--- src/rtl/adc_seq_pkg.sv ---
package adc_seq_pkg;

  typedef enum logic [1:0] {
    SQ_IDLE  = 2'd0,
    SQ_WAIT  = 2'd1,
    SQ_START = 2'd2,
    SQ_CONV  = 2'd3
  } seq_state_e;

  // Depth actually used for a sequence: zero means one, saturate at the queue size.
  function automatic int unsigned eff_depth(int unsigned cfg, int unsigned maxd);
    if (cfg == 0) return 1;
    if (cfg > maxd) return maxd;
    return cfg;
  endfunction

  // Circular pointer step for any queue size.
  function automatic int unsigned ptr_next(int unsigned p, int unsigned depth);
    return (p + 1 == depth) ? 0 : p + 1;
  endfunction

endpackage

--- src/rtl/adc_seq_buf.sv ---
module adc_seq_buf #(
  parameter int W     = 5,
  parameter int DEPTH = 8
) (
  input  logic                         clk,
  input  logic                         rst_n,
  input  logic                         clr,
  input  logic                         push,
  input  logic [W-1:0]                 wdata,
  input  logic                         pop,
  output logic [W-1:0]                 rdata,
  output logic [$clog2(DEPTH+1)-1:0]   level,
  output logic                         full,
  output logic                         empty
);
  import adc_seq_pkg::*;

  localparam int AW = (DEPTH > 1) ? $clog2(DEPTH) : 1;
  localparam int LW = $clog2(DEPTH + 1);

  logic [W-1:0]  mem [DEPTH];
  logic [AW-1:0] wp, rp;
  logic [LW-1:0] cnt;
  logic          do_push, do_pop;

  assign full    = (cnt == LW'(DEPTH));
  assign empty   = (cnt == '0);
  assign do_push = push && !full;
  assign do_pop  = pop && !empty;
  assign rdata   = mem[rp];
  assign level   = cnt;

  always_ff @(posedge clk or negedge rst_n) begin
    if (!rst_n) begin
      wp  <= '0;
      rp  <= '0;
      cnt <= '0;
    end else if (clr) begin
      wp  <= '0;
      rp  <= '0;
      cnt <= '0;
    end else begin
      if (do_push) wp <= AW'(ptr_next(32'(wp), DEPTH));
      if (do_pop)  rp <= AW'(ptr_next(32'(rp), DEPTH));
      cnt <= cnt + LW'(do_push) - LW'(do_pop);
    end
  end

  always_ff @(posedge clk) begin
    if (do_push && !clr) mem[wp] <= wdata;
  end

endmodule

--- src/rtl/adc_seq_trig.sv ---
module adc_seq_trig (
  input  logic clk,
  input  logic rst_n,
  input  logic trig_in,
  output logic trig_edge
);
  logic trig_q;

  always_ff @(posedge clk or negedge rst_n) begin
    if (!rst_n) trig_q <= 1'b0;
    else        trig_q <= trig_in;
  end

  assign trig_edge = trig_in && !trig_q;

endmodule

--- src/rtl/adc_seq_ctrl.sv ---
module adc_seq_ctrl #(
  parameter int LW = 4
) (
  input  logic          clk,
  input  logic          rst_n,
  input  logic          clr,
  input  logic          hw_mode,
  input  logic          multi_mode,
  input  logic [LW-1:0] need,
  input  logic [LW-1:0] ch_level,
  input  logic          trig_edge,
  input  logic          conv_done,
  output logic          conv_start,
  output logic          ch_pop,
  output logic          res_push,
  output logic          seq_done,
  output logic          in_wait,
  output logic          last_conv,
  output logic          busy
);
  import adc_seq_pkg::*;

  seq_state_e    state;
  logic [LW-1:0] remain;
  logic          armed;

  assign armed      = (ch_level >= need);
  assign conv_start = (state == SQ_START);
  assign ch_pop     = conv_start;
  assign res_push   = (state == SQ_CONV) && conv_done;
  assign last_conv  = (remain == LW'(1));
  assign seq_done   = res_push && last_conv;
  assign in_wait    = (state == SQ_WAIT);
  assign busy       = (state == SQ_START) || (state == SQ_CONV);

  always_ff @(posedge clk or negedge rst_n) begin
    if (!rst_n) begin
      state  <= SQ_IDLE;
      remain <= '0;
    end else if (clr) begin
      state  <= SQ_IDLE;
      remain <= '0;
    end else begin
      unique case (state)
        SQ_IDLE: if (armed) begin
          remain <= need;
          state  <= hw_mode ? SQ_WAIT : SQ_START;
        end
        SQ_WAIT:  if (trig_edge) state <= SQ_START;
        SQ_START: state <= SQ_CONV;
        SQ_CONV:  if (conv_done) begin
          remain <= remain - LW'(1);
          if (last_conv)                 state <= SQ_IDLE;
          else if (hw_mode && !multi_mode) state <= SQ_WAIT;
          else                           state <= SQ_START;
        end
        default:  state <= SQ_IDLE;
      endcase
    end
  end

endmodule

--- src/rtl/adc_seq_fifo.sv ---
module adc_seq_fifo #(
  parameter int CH_DEPTH = 8,
  parameter int CH_W     = 5,
  parameter int RES_W    = 12,
  localparam int LW      = $clog2(CH_DEPTH + 1)
) (
  input  logic             clk,
  input  logic             rst_n,
  input  logic             fifo_clr,
  input  logic             hw_trig_en,
  input  logic             multi_trig_en,
  input  logic             int_en,
  input  logic [LW-1:0]    depth_cfg,
  input  logic             ch_push,
  input  logic [CH_W-1:0]  ch_data,
  input  logic             res_pop,
  output logic [RES_W-1:0] res_data,
  output logic [LW-1:0]    res_level,
  input  logic             hw_trig,
  output logic             conv_start,
  output logic [CH_W-1:0]  conv_ch,
  input  logic             conv_done,
  input  logic [RES_W-1:0] conv_result,
  output logic             coco,
  output logic             irq
);
  import adc_seq_pkg::*;

  logic [LW-1:0]    need;
  logic [LW-1:0]    ch_level;
  logic             ch_full, ch_empty, ch_pop;
  logic             res_full, res_empty, res_push;
  logic [RES_W-1:0] res_head;
  logic             trig_edge, seq_done, in_wait, last_conv, busy;

  assign need = LW'(eff_depth(32'(depth_cfg), CH_DEPTH));

  adc_seq_buf #(.W(CH_W), .DEPTH(CH_DEPTH)) u_ch_q (
    .clk(clk), .rst_n(rst_n), .clr(fifo_clr),
    .push(ch_push), .wdata(ch_data), .pop(ch_pop),
    .rdata(conv_ch), .level(ch_level), .full(ch_full), .empty(ch_empty)
  );

  adc_seq_buf #(.W(RES_W), .DEPTH(CH_DEPTH)) u_res_q (
    .clk(clk), .rst_n(rst_n), .clr(fifo_clr),
    .push(res_push), .wdata(conv_result), .pop(res_pop),
    .rdata(res_head), .level(res_level), .full(res_full), .empty(res_empty)
  );

  adc_seq_trig u_trig (
    .clk(clk), .rst_n(rst_n), .trig_in(hw_trig), .trig_edge(trig_edge)
  );

  adc_seq_ctrl #(.LW(LW)) u_ctrl (
    .clk(clk), .rst_n(rst_n), .clr(fifo_clr),
    .hw_mode(hw_trig_en), .multi_mode(multi_trig_en),
    .need(need), .ch_level(ch_level), .trig_edge(trig_edge),
    .conv_done(conv_done), .conv_start(conv_start), .ch_pop(ch_pop),
    .res_push(res_push), .seq_done(seq_done), .in_wait(in_wait),
    .last_conv(last_conv), .busy(busy)
  );

  assign res_data = res_empty ? '0 : res_head;

  always_ff @(posedge clk or negedge rst_n) begin
    if (!rst_n)        coco <= 1'b0;
    else if (fifo_clr) coco <= 1'b0;
    else if (seq_done) coco <= 1'b1;
    else if (ch_push || (res_pop && res_level == LW'(1))) coco <= 1'b0;
  end

  assign irq = coco && int_en;

endmodule

--- config.mk ---
export PLATFORM = sky130hd
export DESIGN_NAME = adc_seq_fifo
export DESIGN_NICKNAME = d
export VERILOG_FILES = /design/src/rtl/adc_seq_pkg.sv /design/src/rtl/adc_seq_buf.sv /design/src/rtl/adc_seq_trig.sv /design/src/rtl/adc_seq_ctrl.sv /design/src/rtl/adc_seq_fifo.sv
export SDC_FILE = /design/constraint.sdc
export NUM_CORES = 1
export LEC_CHECK = 0
export BUFFER_PORTS_ARGS = -buffer_cell sky130_fd_sc_hd__buf_4
export CAP_MARGIN = 20
export CORE_ASPECT_RATIO = 1.25
export CORE_MARGIN = 2
export CORE_UTILIZATION = 60
export DETAILED_ROUTE_END_ITERATION = 10
export GPL_TIMING_DRIVEN = 0
export PLACE_DENSITY = 0.77
export SYNTH_ARGS = -nofsm -noshare
export SYNTH_HDL_FRONTEND = slang
export SYNTH_SLANG_ARGS = --single-unit
--- constraint.sdc ---
create_clock -name clk -period 3 [get_ports clk]
set_input_delay 0.15 -clock clk [delete_from_list [all_inputs] [get_ports clk]]
set_output_delay 0.15 -clock clk [all_outputs]
set_load 0.02 [all_outputs]
## Yosys cells after proc, flatten, opt, wreduce, memory -nomap -nowiden

Memories as Yosys holds them, arrays and structs flattened.
Cells that the tools add are included.

- Register bits: 28
- Logic and storage cells: 110
- Memory bits (writable): 136
- Memories: 2
- Input port bits: 31

Memories:

| memory | depth | bits a word | rd ports | clocked after memory_dff | write ports | line | RTL |
|---|---|---|---|---|---|---|---|
| u_res_q.mem | 8 | 12 | 1 | 0 | 1 | adc_seq_buf.sv:21 | `logic [W-1:0] mem [DEPTH];` |
| u_ch_q.mem | 8 | 5 | 1 | 0 | 1 | adc_seq_buf.sv:21 |  |

- Magnitude comparators: 2
- $add $sub $neg: 9
- Reduce and logical (&&, ||, !) cells: 32
- Equality and inequality tests: 14
- Multiplexer cells: 41

Operators by type and width:

| operator | number |
|---|---|
| $mux W3 | 12 |
| $mux W4 | 8 |
| $eq A4 B4 Y1 const B | 6 |
| $add A3 B1 Y4 const B | 4 |
| $mux W2 | 7 |
| $logic_and A1 B1 Y1 | 12 |
| $logic_not A4 Y1 | 3 |
| $mux W12 | 1 |
| $mux W1 | 11 |
| $add A4 B1 Y4 | 2 |
| $eq A4 B1 Y1 const B | 2 |
| $pmux W2 S4 | 1 |
| $pmux W4 S2 | 1 |
| $reduce_bool A2 Y1 | 4 |
| $sub A4 B1 Y4 | 2 |
| $logic_not A1 Y1 | 7 |
| $ne A3 B3 Y1 const B | 2 |
| $reduce_and A3 Y1 | 2 |
| $reduce_bool A3 Y1 | 2 |
| $eq A2 B2 Y1 const B | 2 |
| $ge A4 B4 Y1 | 1 |
| $gt A4 B4 Y1 const B | 1 |
| $sub A4 B1 Y4 const B | 1 |
| $ne A3 B2 Y1 const B | 1 |
| other kinds (3) | 3 |

## Logic depth before layout (Yosys ltp)

Gate-level depths: netlist (run 1).

- Depth after elaboration: 9
- Depth in mapped cells: 11

## Modules after synthesis

A second synthesis (run 1) with hierarchy kept.

- Cell total of the unflattened synthesis: 460
- Area, all modules: 7,385.8 sq um

By module, submodules not included:

| module | instances | area an instance (sq um) | cells each |
|---|---|---|---|
| adc_seq_buf at u_res_q | 1 | 4,359.2 | 221 |
| adc_seq_buf at u_ch_q | 1 | 2,235.9 | 137 |
| adc_seq_ctrl | 1 | 583.1 | 74 |
| adc_seq_fifo | 1 | 168.9 | 26 |
| adc_seq_trig | 1 | 38.8 | 2 |

## Worst setup path after synthesis (run 1)

OpenSTA, ideal clock, no wires.

- Path type: reg-to-reg
- From: register u_res_q.cnt[2] (netlist: u_res_q.level[2])
- To: memory u_res_q.mem[1][0] (netlist name), enable pin
- Setup time: 0.396 ns
- Data required time: 2.604 ns
- Setup slack: 0.545 ns
- Stages on the path, launching flop included: 6
- Arrival time: 2.059 ns
- Clock period less this slack: 2.455 ns
- Cell sequence: dfrtp_1 > inv_1 > ha_1 > a31oi_4 > nand3b_1 > nor3_1

- Longest elaborated chain between the ends: 6

RTL lines:

| what | line | RTL |
|---|---|---|
| start: declaration | adc_seq_buf.sv:23 | `logic [LW-1:0] cnt;` |
| start signal: assignment | adc_seq_buf.sv:45 | `cnt <= cnt + LW'(do_push) - LW'(do_pop);` |
| $eq A4 B4 Y1 | adc_seq_buf.sv:26 | `assign full = (cnt == LW'(DEPTH));` |
| $logic_not A1 Y1 | adc_seq_buf.sv:28 | `assign do_push = push && !full;` |
| $logic_and A1 B1 Y1 | adc_seq_buf.sv:28 |  |
| $logic_and A1 B1 Y1 | adc_seq_buf.sv:50 | `if (do_push && !clr) mem[wp] <= wdata;` |
| $mux W1 | adc_seq_buf.sv:50 |  |
| $mux W1 (implied by the code) | adc_seq_buf.sv:50 |  |
| end: declaration | adc_seq_buf.sv:21 |  |

No other way between the ends.

## Worst setup path after layout (run 1)

- From: register u_res_q.cnt[2] (netlist: u_res_q.level[2])
- To: output port res_data[2]

- Longest elaborated chain between the ends: 2

RTL lines:

| what | line | RTL |
|---|---|---|
| $logic_not A4 Y1 | adc_seq_buf.sv:27 | `assign empty = (cnt == '0);` |
| $mux W12 | adc_seq_fifo.sv:63 | `assign res_data = res_empty ? '0 : res_head;` |
| end: declaration | adc_seq_fifo.sv:17 | `output logic [RES_W-1:0] res_data,` |

No other way between the ends.

==> results of run 1 <==
[area by class of cell]
class | instances | area, sq um
plain buffers | 18 | 93.8
repair buffers | 81 | 688
flip-flops and latches | 164 | 4780
inverters | 16 | 60.1
clock buffers | 17 | 425
multi-input cells | 219 | 2120
well taps | 138 | 173
fillers | 717 | 3070
clock inverters | 15 | 141
[repair_timing]
item                                   CTS  global route
hold buffers                            20             0
endpoints found under the hold margin  166             0
resized for setup                        0             0
[worst register-to-register path: cells and delay by family, from the launching register on]
kind	cells	cell delay [ns]
fa+ha+maj	4	1.11
simple gates	3	0.69
flops	1	0.40
buf+inv	2	0.15
xor+xnor	1	0.14
[per-layer routing]
| layer | GRT usage | vias up |
|---|---|---|
| met5 | 0 | - |
| met4 | 0.0795 | 0 |
| li1 | - | 1798 |
| met2 | 0.407 | 111 |
| met3 | 0.0581 | 14 |
| met1 | 0.287 | 1990 |
[power by group through the flow]
stage,sequential (mW),clock (mW),combinational (mW)
finish,2.71,2.04,2.03
global route,2.73,2.14,2.24
global placement,2.74,0,1.95
CTS,2.71,2.07,2.05
detailed placement,2.75,0,2.00
floorplan,2.75,0,1.42
[state kept, by name, summed over array words and instances, names as in the netlist]
register       flops
u_ch_q.level       4
u_ch_q.wp          3
u_trig.trig_q      1
u_ctrl.state       2
u_ch_q.mem        40
u_res_q.level      4
u_res_q.rp         3
coco               1
u_ctrl.remain      4
u_res_q.wp         3
u_res_q.mem       96
u_ch_q.rp          3
[final timing paths]
kind,start,end,slack (ns),depth (start not counted)
setup / recovery,u_res_q.level[2]$_DFF_PN0_,res_data[2],0.37,6
hold / removal,conv_done,coco$_DFFE_PN0P_,0.05,3
setup reg to reg,u_res_q.level[2]$_DFF_PN0_,u_res_q.level[2]$_DFF_PN0_,0.38,10
hold reg to reg,u_ctrl.remain[1]$_DFFE_PN0P_,u_ctrl.remain[1]$_DFFE_PN0P_,0.52,2
max in group asynchronous,rst_n,u_ch_q.level[0]$_DFF_PN0_,2.53,2
min in group asynchronous,rst_n,u_ctrl.remain[2]$_DFFE_PN0P_,0.18,2
[cells by family (layout without fill, tap and decap cells)]
group | after synthesis | count (layout) | share of synthesized area
buffers and inverters | 34 | 147 | 0.0218
muxes | 55 | 55 | 0.139
xor gates and xnor gates | 12 | 12 | 0.0149
adders and majority gates | 24 | 24 | 0.0447
AOI/OAI and AO/OA | 26 | 26 | 0.0305
DFF | 164 | 164 | 0.678
and+or+nand+nor | 102 | 102 | 0.0711
[cells in the final DEF, fill, tap and decap left out, types with 3 or more instances in the layout]
cell           synthesis  final
nand2b_1               5      5
inv_8                  0      5
inv_1                 16     16
inv_6                  0      3
nand4_1                3      3
buf_2                  6      6
edfxtp_1             136    136
nor3b_1                3      3
mux2_2                 5      5
o31ai_1                3      3
buf_6                  1      9
clkbuf_16              0     17
a21oi_1                5      5
nor2b_1                6      6
nor3_1                 6      5
xor2_1                 4      4
ha_1                  22     22
or3b_2                 3      3
mux4_2                34     34
and2_1                 3      3
o21ai_0                4      4
dlygate4sd3_1          0     20
xnor2_1                8      8
buf_4                  3     56
nand3b_1               4      4
mux2i_1               16     16
clkbuf_1               5      5
dfrtp_1               28     28
nor2_1                51     51
buf_1                  3      3
nand2_1               12     12
[per-stage QoR]
stage                     area (sq um)  cells
after global routing              8490    668
final                             8490    668
after global placement            7630    608
after CTS                         8490    668
after floorplan                   7060    417
after detailed placement          7720    616
==> flow_summary.toml, run 1 <==
[floorplanning]
core_sq_um = 11600
ioPinCount = 55
die_x_um = 101
num_rows = 44
start_util = 0.610
die_area_sq_um = 12700
die_h_um = 125

[route]
top_layer = "met4"
firstDrtPassIters = 4
wirelength_um = 13800
ant_nets = 0
drt-met1-wl_um = 5360
via_count = 3913
post_drt_wl_per_cell_um = 20.7
met2_length_um = 7650
drtIter0Drc = 198
vias_per_cell = 5.86
drc = 0
wl_met3_um = 679

[setup_path]
crit_family = "buffers and inverters"
cp_slowest_stage_delay_ns = 0.58
required_ns = 2.85
worstPathCellList = "inv_1, ha_1, nor3b_1, clkbuf_1, nor2_1, buf_4"
start_kind = "flop"
crit_slowest_cell = "clkbuf_1"
crit_path_end_kind = "output pin"
path_buf_inv = 3
path_class = "reg -> out"
crit_fanout = 10
worstPathArrival_ns = 2.48

[yosys]
synth_top_area_frac = 0.579
yosysTopAreaCell = "edfxtp_1"
ys_top_cells_by_area = "edfxtp_1, mux4_2, dfrtp_1"
synthFlopType = "edfxtp_1"
async_flop_share = 0.171
syn_area_per_cell_sq_um = 16.9
ys_ff_latch = 164
ys_warn_count = 0
synth_nets = 472
seq_area_frac_synth = 0.678
synthCells = 417
synth_area_sq_um = 7060
yosysMostFrequentCell = "edfxtp_1"
synth_edf_count = 136
synth_cell_type_count = 46
synth_commonest_cells = "edfxtp_1, nor2_1, mux4_2"

[grt]
grt-ovfl-total = 0
grt_max_degree = 29
grt_pass1_wl_um = 21700
antenna_found_initial = 0
grt_usage = 0.235
first_global_vias = 4148

[power]
p_clk_frac = 0.301
powerDensity_nw_per_um2 = 798
power.internal_mw = 4.66
p_sw_frac = 0.312
pwr-share-comb = 0.300
p_leak_nw = 3.06
finalPower_mw = 6.78
p_switching_mw = 2.11
irDropWorstVdd_mv = 0.573
p_seq_frac = 0.400

[cts]
clk_path_buf_depth = 2
cts_setup_buffers = 0
tritoncts = "yes"
cts_buffers = 17
cts_max_level = 4
path_clk_slew_ns = 0.07
root_buffer = "clkbuf_16"
clkLatencyLatePin_ns = 0.42
clock_sinks = 164

[timing]
period_needed_ns = 2.63
fmax_ghz = 0.381
max_slew_margin = 0.444
tightest_slew_ns = 0.828
slew_violations = 0
final_hold_viol_count = 0
clock-skew-final_ns = 0.0141
fin_crit_sh = 0.876
setup_viol = 0
finalWorstSetupSlack_ns = 0.372
finalHoldWorstSlack_ns = 0.0464
rsz0062_at_grt = "no"
tns_ns = 0

[placed_design]
numPortBuffers = 53
dp_worst_setup_slack_ns = 0.379
dp_hpwl_um = 8810
gp_routability_congestion = 0.775

[hold_path]
hold_class = "in -> reg"

[finish]
fin_nets = 572
postLayoutCoreUtil = 0.734
diodes = 0
drive_gt1_frac = 0.291
syn_to_final_growth_pct = 20.3

[flow_run]
drv_cap = 0

[outcome]
status = "completed"
Note: power is estimated with default switching activity, not from simulation.
==> run 2, diff against run 1 <==
CORE_MARGIN = default   (was 2)
==> run 2 against run 1 <==
Against the previous run:
- routed wire length decreased by 4.4%
- worst hold slack worse by 0.027 ns
- power is 1.3% higher
- global-route usage is 0.50 points higher
- die area shrank 3.5%
- critical endpoint is now u_ch_q.mem[0][1]$_DFFE_PP_
==> flow_summary.toml, run 2 (synthesis gave the netlist of run 1 again) <==
[setup_path]
path_buf_inv = 1
crit_path_end_kind = "flop"
start_kind = "flop"
worstPathArrival_ns = 2.67
crit_fanout = 6
cp_slowest_stage_delay_ns = 0.72
crit_family = "simple AND/OR/NAND/NOR gates"
required_ns = 3.04
crit_slowest_cell = "nor3_1"
worstPathCellList = "inv_1, ha_1, a21boi_2, or3b_2, nor3_1"
path_class = "reg -> reg"

[cts]
root_buffer = "clkbuf_16"
cts_max_level = 4
clock_sinks = 164
cts_buffers = 17
path_clk_slew_ns = 0.06
tritoncts = "yes"
clkLatencyLatePin_ns = 0.42
cts_setup_buffers = 0
clk_path_buf_depth = 2

[power]
p_leak_nw = 3.07
finalPower_mw = 6.86
irDropWorstVdd_mv = 0.509
powerDensity_nw_per_um2 = 808

[placed_design]
dp_hpwl_um = 8540
gp_routability_congestion = 0.758
numPortBuffers = 53

[floorplanning]
ioPinCount = 55
num_rows = 43
die_h_um = 123
die_x_um = 99.0
core_sq_um = 11300
start_util = 0.625
die_area_sq_um = 12200

[route]
post_drt_wl_per_cell_um = 19.9
drc = 0
via_count = 3840
drtIter0Drc = 198
vias_per_cell = 5.79
wirelength_um = 13200
firstDrtPassIters = 4
ant_nets = 0

[grt]
grt_max_degree = 29
grt.busiest_layer = "met2"
grt_usage = 0.240
grt-ovfl-total = 0
first_global_vias = 4053
antenna_found_initial = 0
grt_use_met2 = 0.438
grt_use_met1 = 0.279
grt_use_met3 = 0.0475
grt_pass1_wl_um = 20800

[timing]
slew_violations = 0
clock-skew-final_ns = 0.0125
rsz0062_at_grt = "no"
period_needed_ns = 2.63
fmax_ghz = 0.380
fin_crit_sh = 0.877
finalHoldWorstSlack_ns = 0.0191
tightest_slew_ns = 0.904
setup_viol = 0
final_hold_viol_count = 0
max_slew_margin = 0.393

[finish]
final_common_cell = "edfxtp_1"
nFillCells = 681
largest_registers = "u_res_q.mem: 96 flops, u_ch_q.mem: 40 flops"
largest_register_ffs = 96
fin_nets = 571
seq_area_sq_um = 4780
diodes = 0
final_cell_mix = "edfxtp_1, buf_4, nor2_1"
multi_input_area_sq_um = 2130
top_register = "u_res_q.mem"
drive_gt1_frac = 0.288
syn_to_final_growth_pct = 20.3

[flow_run]
drv_cap = 0

[outcome]
status = "completed"

[hold_path]
hold_class = "in -> reg"
## run 2: cell count changes in the layout (fill, tap and decap cells not counted), sizes merged
cell,change
inv,-2
clkinvlp,-2
bufinv,+2
clkbuf,+1
dlygate4sd3,-1
## run 2: metal layers
layer	part of all wire	wire length, um	up-vias
met5	0	0	-
met4	0.011	144	0
met3	0.032	427	13
met2	0.54	7180	94
met1	0.41	5460	1938
li1	-	-	1795
## run 2: worst reg2reg max path: stages (launching register included)
cell      delay, ns
dfrtp_1        0.36
inv_1          0.09
ha_1           0.23
a21boi_2       0.31
or3b_2         0.54
nor3_1         0.72
## run 2: path summary, 6_finish.rpt
check / start / to / slack (ns) / cells past startpoint
max in group asynchronous: rst_n / u_ch_q.wp[1]$_DFFE_PN0P_ / 2.53 / 2
hold reg to reg: u_ctrl.remain[1]$_DFFE_PN0P_ / u_ctrl.remain[1]$_DFFE_PN0P_ / 0.51 / 2
setup reg to reg: u_ch_q.level[2]$_DFF_PN0_ / u_ch_q.mem[0][1]$_DFFE_PP_ / 0.37 / 5
hold / removal: ch_push / coco$_DFFE_PN0P_ / 0.02 / 3
min in group asynchronous: rst_n / u_ctrl.remain[1]$_DFFE_PN0P_ / 0.18 / 2
setup / recovery: u_ch_q.level[2]$_DFF_PN0_ / u_ch_q.mem[0][1]$_DFFE_PP_ / 0.37 / 5
## run 2: what timing repair did
| action | 4_1_cts | 5_1_grt |
|---|---|---|
| endpoints found under the hold margin | 165 | 0 |
| hold buffers | 19 | 0 |
| gates resized for setup | 0 | 1 |
| endpoints found under the setup margin | 0 | 1 |
## run 2: area by class of cell
| cell class | count | share of cell area |
|---|---|---|
| buffer | 18 | 0.0110 |
| clock buffer | 18 | 0.0505 |
| clock inverter | 13 | 0.0175 |
| inverter | 16 | 0.00707 |
| multi-input combinational | 219 | 0.251 |
| sequential | 164 | 0.563 |
| tap | 135 | 0.0199 |
| timing repair buffer | 80 | 0.0798 |
## run 2: report_power, final
group / internal, mW / switching, mW / total, mW
logic: 0.965 / 1.05 / 2.02
registers: 2.60 / 0.111 / 2.71
clock network: 1.24 / 0.896 / 2.14
total: 4.80 / 2.06 / 6.86
## run 2: through the flow
stage | instance area [sq um] | utilization | setup TNS [ns] | std cells | worst slack (ns)
final | 8490 | 0.752 | 0 | 663 | 0.370
after global routing | 8490 | 0.752 | 0 | 663 | 0.248
after CTS | 8480 | 0.750 | 0 | 662 | 0.252
after detailed placement | 7710 | 0.682 | 0 | 612 | 0.265
after global placement | 7620 | 0.675 | -1.31 | 605 | -0.110
after floorplan | 7060 | - | 0 | 417 | 0.545
==> run 3, diff against run 2 <==
--- a/config.mk
+++ b/config.mk
@@ -13,3 +13,3 @@
 export GPL_TIMING_DRIVEN = 0
-export PLACE_DENSITY = 0.77
+export PLACE_DENSITY = 0.8
 export SYNTH_ARGS = -nofsm -noshare
==> constraint.sdc (replaced) <==
create_clock -name clk -period 3 [get_ports clk]
set_input_delay 0.3 -clock clk [delete_from_list [all_inputs] [get_ports clk]]
set_output_delay 0.3 -clock clk [all_outputs]
set_load 0.02 [all_outputs]
==> run 3 against run 2 <==
Against the previous run:
- global-route usage shrank 0.63 points
- critical endpoint is now res_data[2]
- critical path type is now reg -> out
- flip-flop and latch count did not move
- clock skew shrank 0.0023 ns
- routed wire length down 0.97%
- non-clock buffer count fell by 17
- clock power down 3%
- final cell count decreased by 2.6%
- power fell by 1.0%
==> flow_summary.toml, run 3 (synthesis gave the netlist of run 1 again) <==
[route]
firstDrtPassIters = 4
drtIter0Drc = 186
drc = 0
vias_per_cell = 5.86
wirelength_um = 13100
ant_nets = 0
via_count = 3784
post_drt_wl_per_cell_um = 20.3

[floorplanning]
start_util = 0.625
die_x_um = 99.0
die_area_sq_um = 12200
ioPinCount = 55
num_rows = 43
core_sq_um = 11300
die_h_um = 123

[setup_path]
start_kind = "flop"
r2r-start = "u_res_q.level[2]$_DFF_PN0_"
crit_path_end_kind = "output pin"
r2r_cells = 10
required_ns = 2.70
crit_fanout = 10
path_class = "reg -> out"
r2r_slack_ns = 0.33
reg2reg_to = "u_res_q.level[2]$_DFF_PN0_"
worstPathArrival_ns = 2.41

[placed_design]
dp_hpwl_um = 8790
numPortBuffers = 53
place_inst = 612
dp_worst_setup_slack_ns = 0.279
gp_routability_congestion = 0.802

[cts]
cts_buffers = 17
clkLatencyLatePin_ns = 0.42
cts_resized = 0
clock_sinks = 164
tritoncts = "yes"
ctsHoldBuffers = 2
cts_max_level = 4
path_clk_slew_ns = 0.06
cts_setup_buffers = 0
clk_path_buf_depth = 2
root_buffer = "clkbuf_16"

[power]
powerDensity_nw_per_um2 = 818
finalPower_mw = 6.79
irDropWorstVdd_mv = 0.502
p_leak_nw = 2.98

[finish]
largest_register_ffs = 96
final_cell_count_no_fill = 646
final_common_cell = "edfxtp_1"
postLayoutCoreUtil = 0.735
fin_nets = 554
largest_registers = "u_res_q.mem: 96 flops, u_ch_q.mem: 40 flops"
nFillCells = 699
top_register = "u_res_q.mem"
diodes = 0
final_cell_mix = "edfxtp_1, buf_4, nor2_1"
syn_to_final_growth_pct = 17.7
drive_gt1_frac = 0.292

[grt]
grt_usage = 0.233
first_global_vias = 3931
antenna_found_initial = 0
grt_pass1_wl_um = 20300
grt-ovfl-total = 0
grt_max_degree = 29

[hold_path]
holdPathEnd = "u_res_q.mem[5][1]$_DFFE_PP_"
min_from = "conv_result[1]"
hold_path_depth = 1
hold_class = "in -> reg"

[flow_run]
drv_cap = 0

[timing]
max_slew_margin = 0.348
setup_viol = 0
clock-skew-final_ns = 0.0102
fin_crit_sh = 0.902
slew_violations = 0
final_hold_viol_count = 0
period_needed_ns = 2.71
tns_ns = 0
finalWorstSetupSlack_ns = 0.295
rsz0062_at_grt = "no"
fmax_ghz = 0.370
tightest_slew_ns = 0.971

[outcome]
status = "completed"
-- run 3: cell types whose count changed in the layout (fill, tap and decap cells not counted), sizes merged --
| cell | before | now |
|---|---|---|
| dlygate4sd3 | 19 | 2 |
| inv | 22 | 19 |
| clkbuf | 23 | 25 |
| clkinvlp | 0 | 2 |
| clkinv | 5 | 4 |
-- run 3: per-layer routing --
layer / track usage / vias up / share of wire
met5: 0 / - / 0
met3: 0.0486 / 30 / 0.055
met4: 0.104 / 0 / 0.026
li1: - / 1757 / -
met1: 0.278 / 1877 / 0.39
met2: 0.412 / 120 / 0.53
-- run 3: critical path, cell delays in order (launching register included) --
cell	delay, ns
dfrtp_1	0.38
inv_1	0.10
ha_1	0.17
nor3b_1	0.43
clkbuf_1	0.54
nor2_1	0.16
buf_4	0.20
-- run 3: through the flow --
step	hold slack, ns	cell area [sq um]
5_1_grt	0.107	8300
2_1_floorplan	0.00441	7060
4_1_cts	0.100	8290
3_3_place_gp	0.241	7620
3_5_place_dp	0.242	7710
6_report	0.108	8300
-- run 3: how the worst max path moves through the flow --
stage	start	slack, ns	depth (start not counted)	end
after floorplan	u_res_q.level[2]$_DFF_PN0_	0.54	5	u_res_q.mem[1][0]$_DFFE_PP_
after global placement	u_res_q.level[2]$_DFF_PN0_	-0.09	5	u_res_q.mem[1][9]$_DFFE_PP_
after detailed placement	u_ch_q.level[2]$_DFF_PN0_	0.28	5	u_ch_q.mem[0][0]$_DFFE_PP_
after CTS	u_ch_q.level[2]$_DFF_PN0_	0.25	5	u_ch_q.mem[0][1]$_DFFE_PP_
after global routing	u_res_q.level[2]$_DFF_PN0_	0.13	10	u_res_q.level[2]$_DFF_PN0_
final	u_res_q.level[2]$_DFF_PN0_	0.29	6	res_data[2]
-- run 3: report_power, final --
part           leakage, nW  total [mW]  internal [mW]  switching [mW]
Clock                0.269        2.08           1.23           0.854
Combinational         1.11        2.01          0.954            1.05
Sequential            1.60        2.70           2.60           0.105
-- run 3: final cells by class --
cell class | count | area, sq um | share of cell area
clock buffer | 20 | 437 | 0.0526
multi-input combinational | 219 | 2120 | 0.256
timing repair buffer | 63 | 508 | 0.0612
buffer | 18 | 93.8 | 0.0113
inverter | 16 | 60.1 | 0.00723
tap | 135 | 169 | 0.0203
clock inverter | 11 | 128 | 0.0154
sequential | 164 | 4780 | 0.576
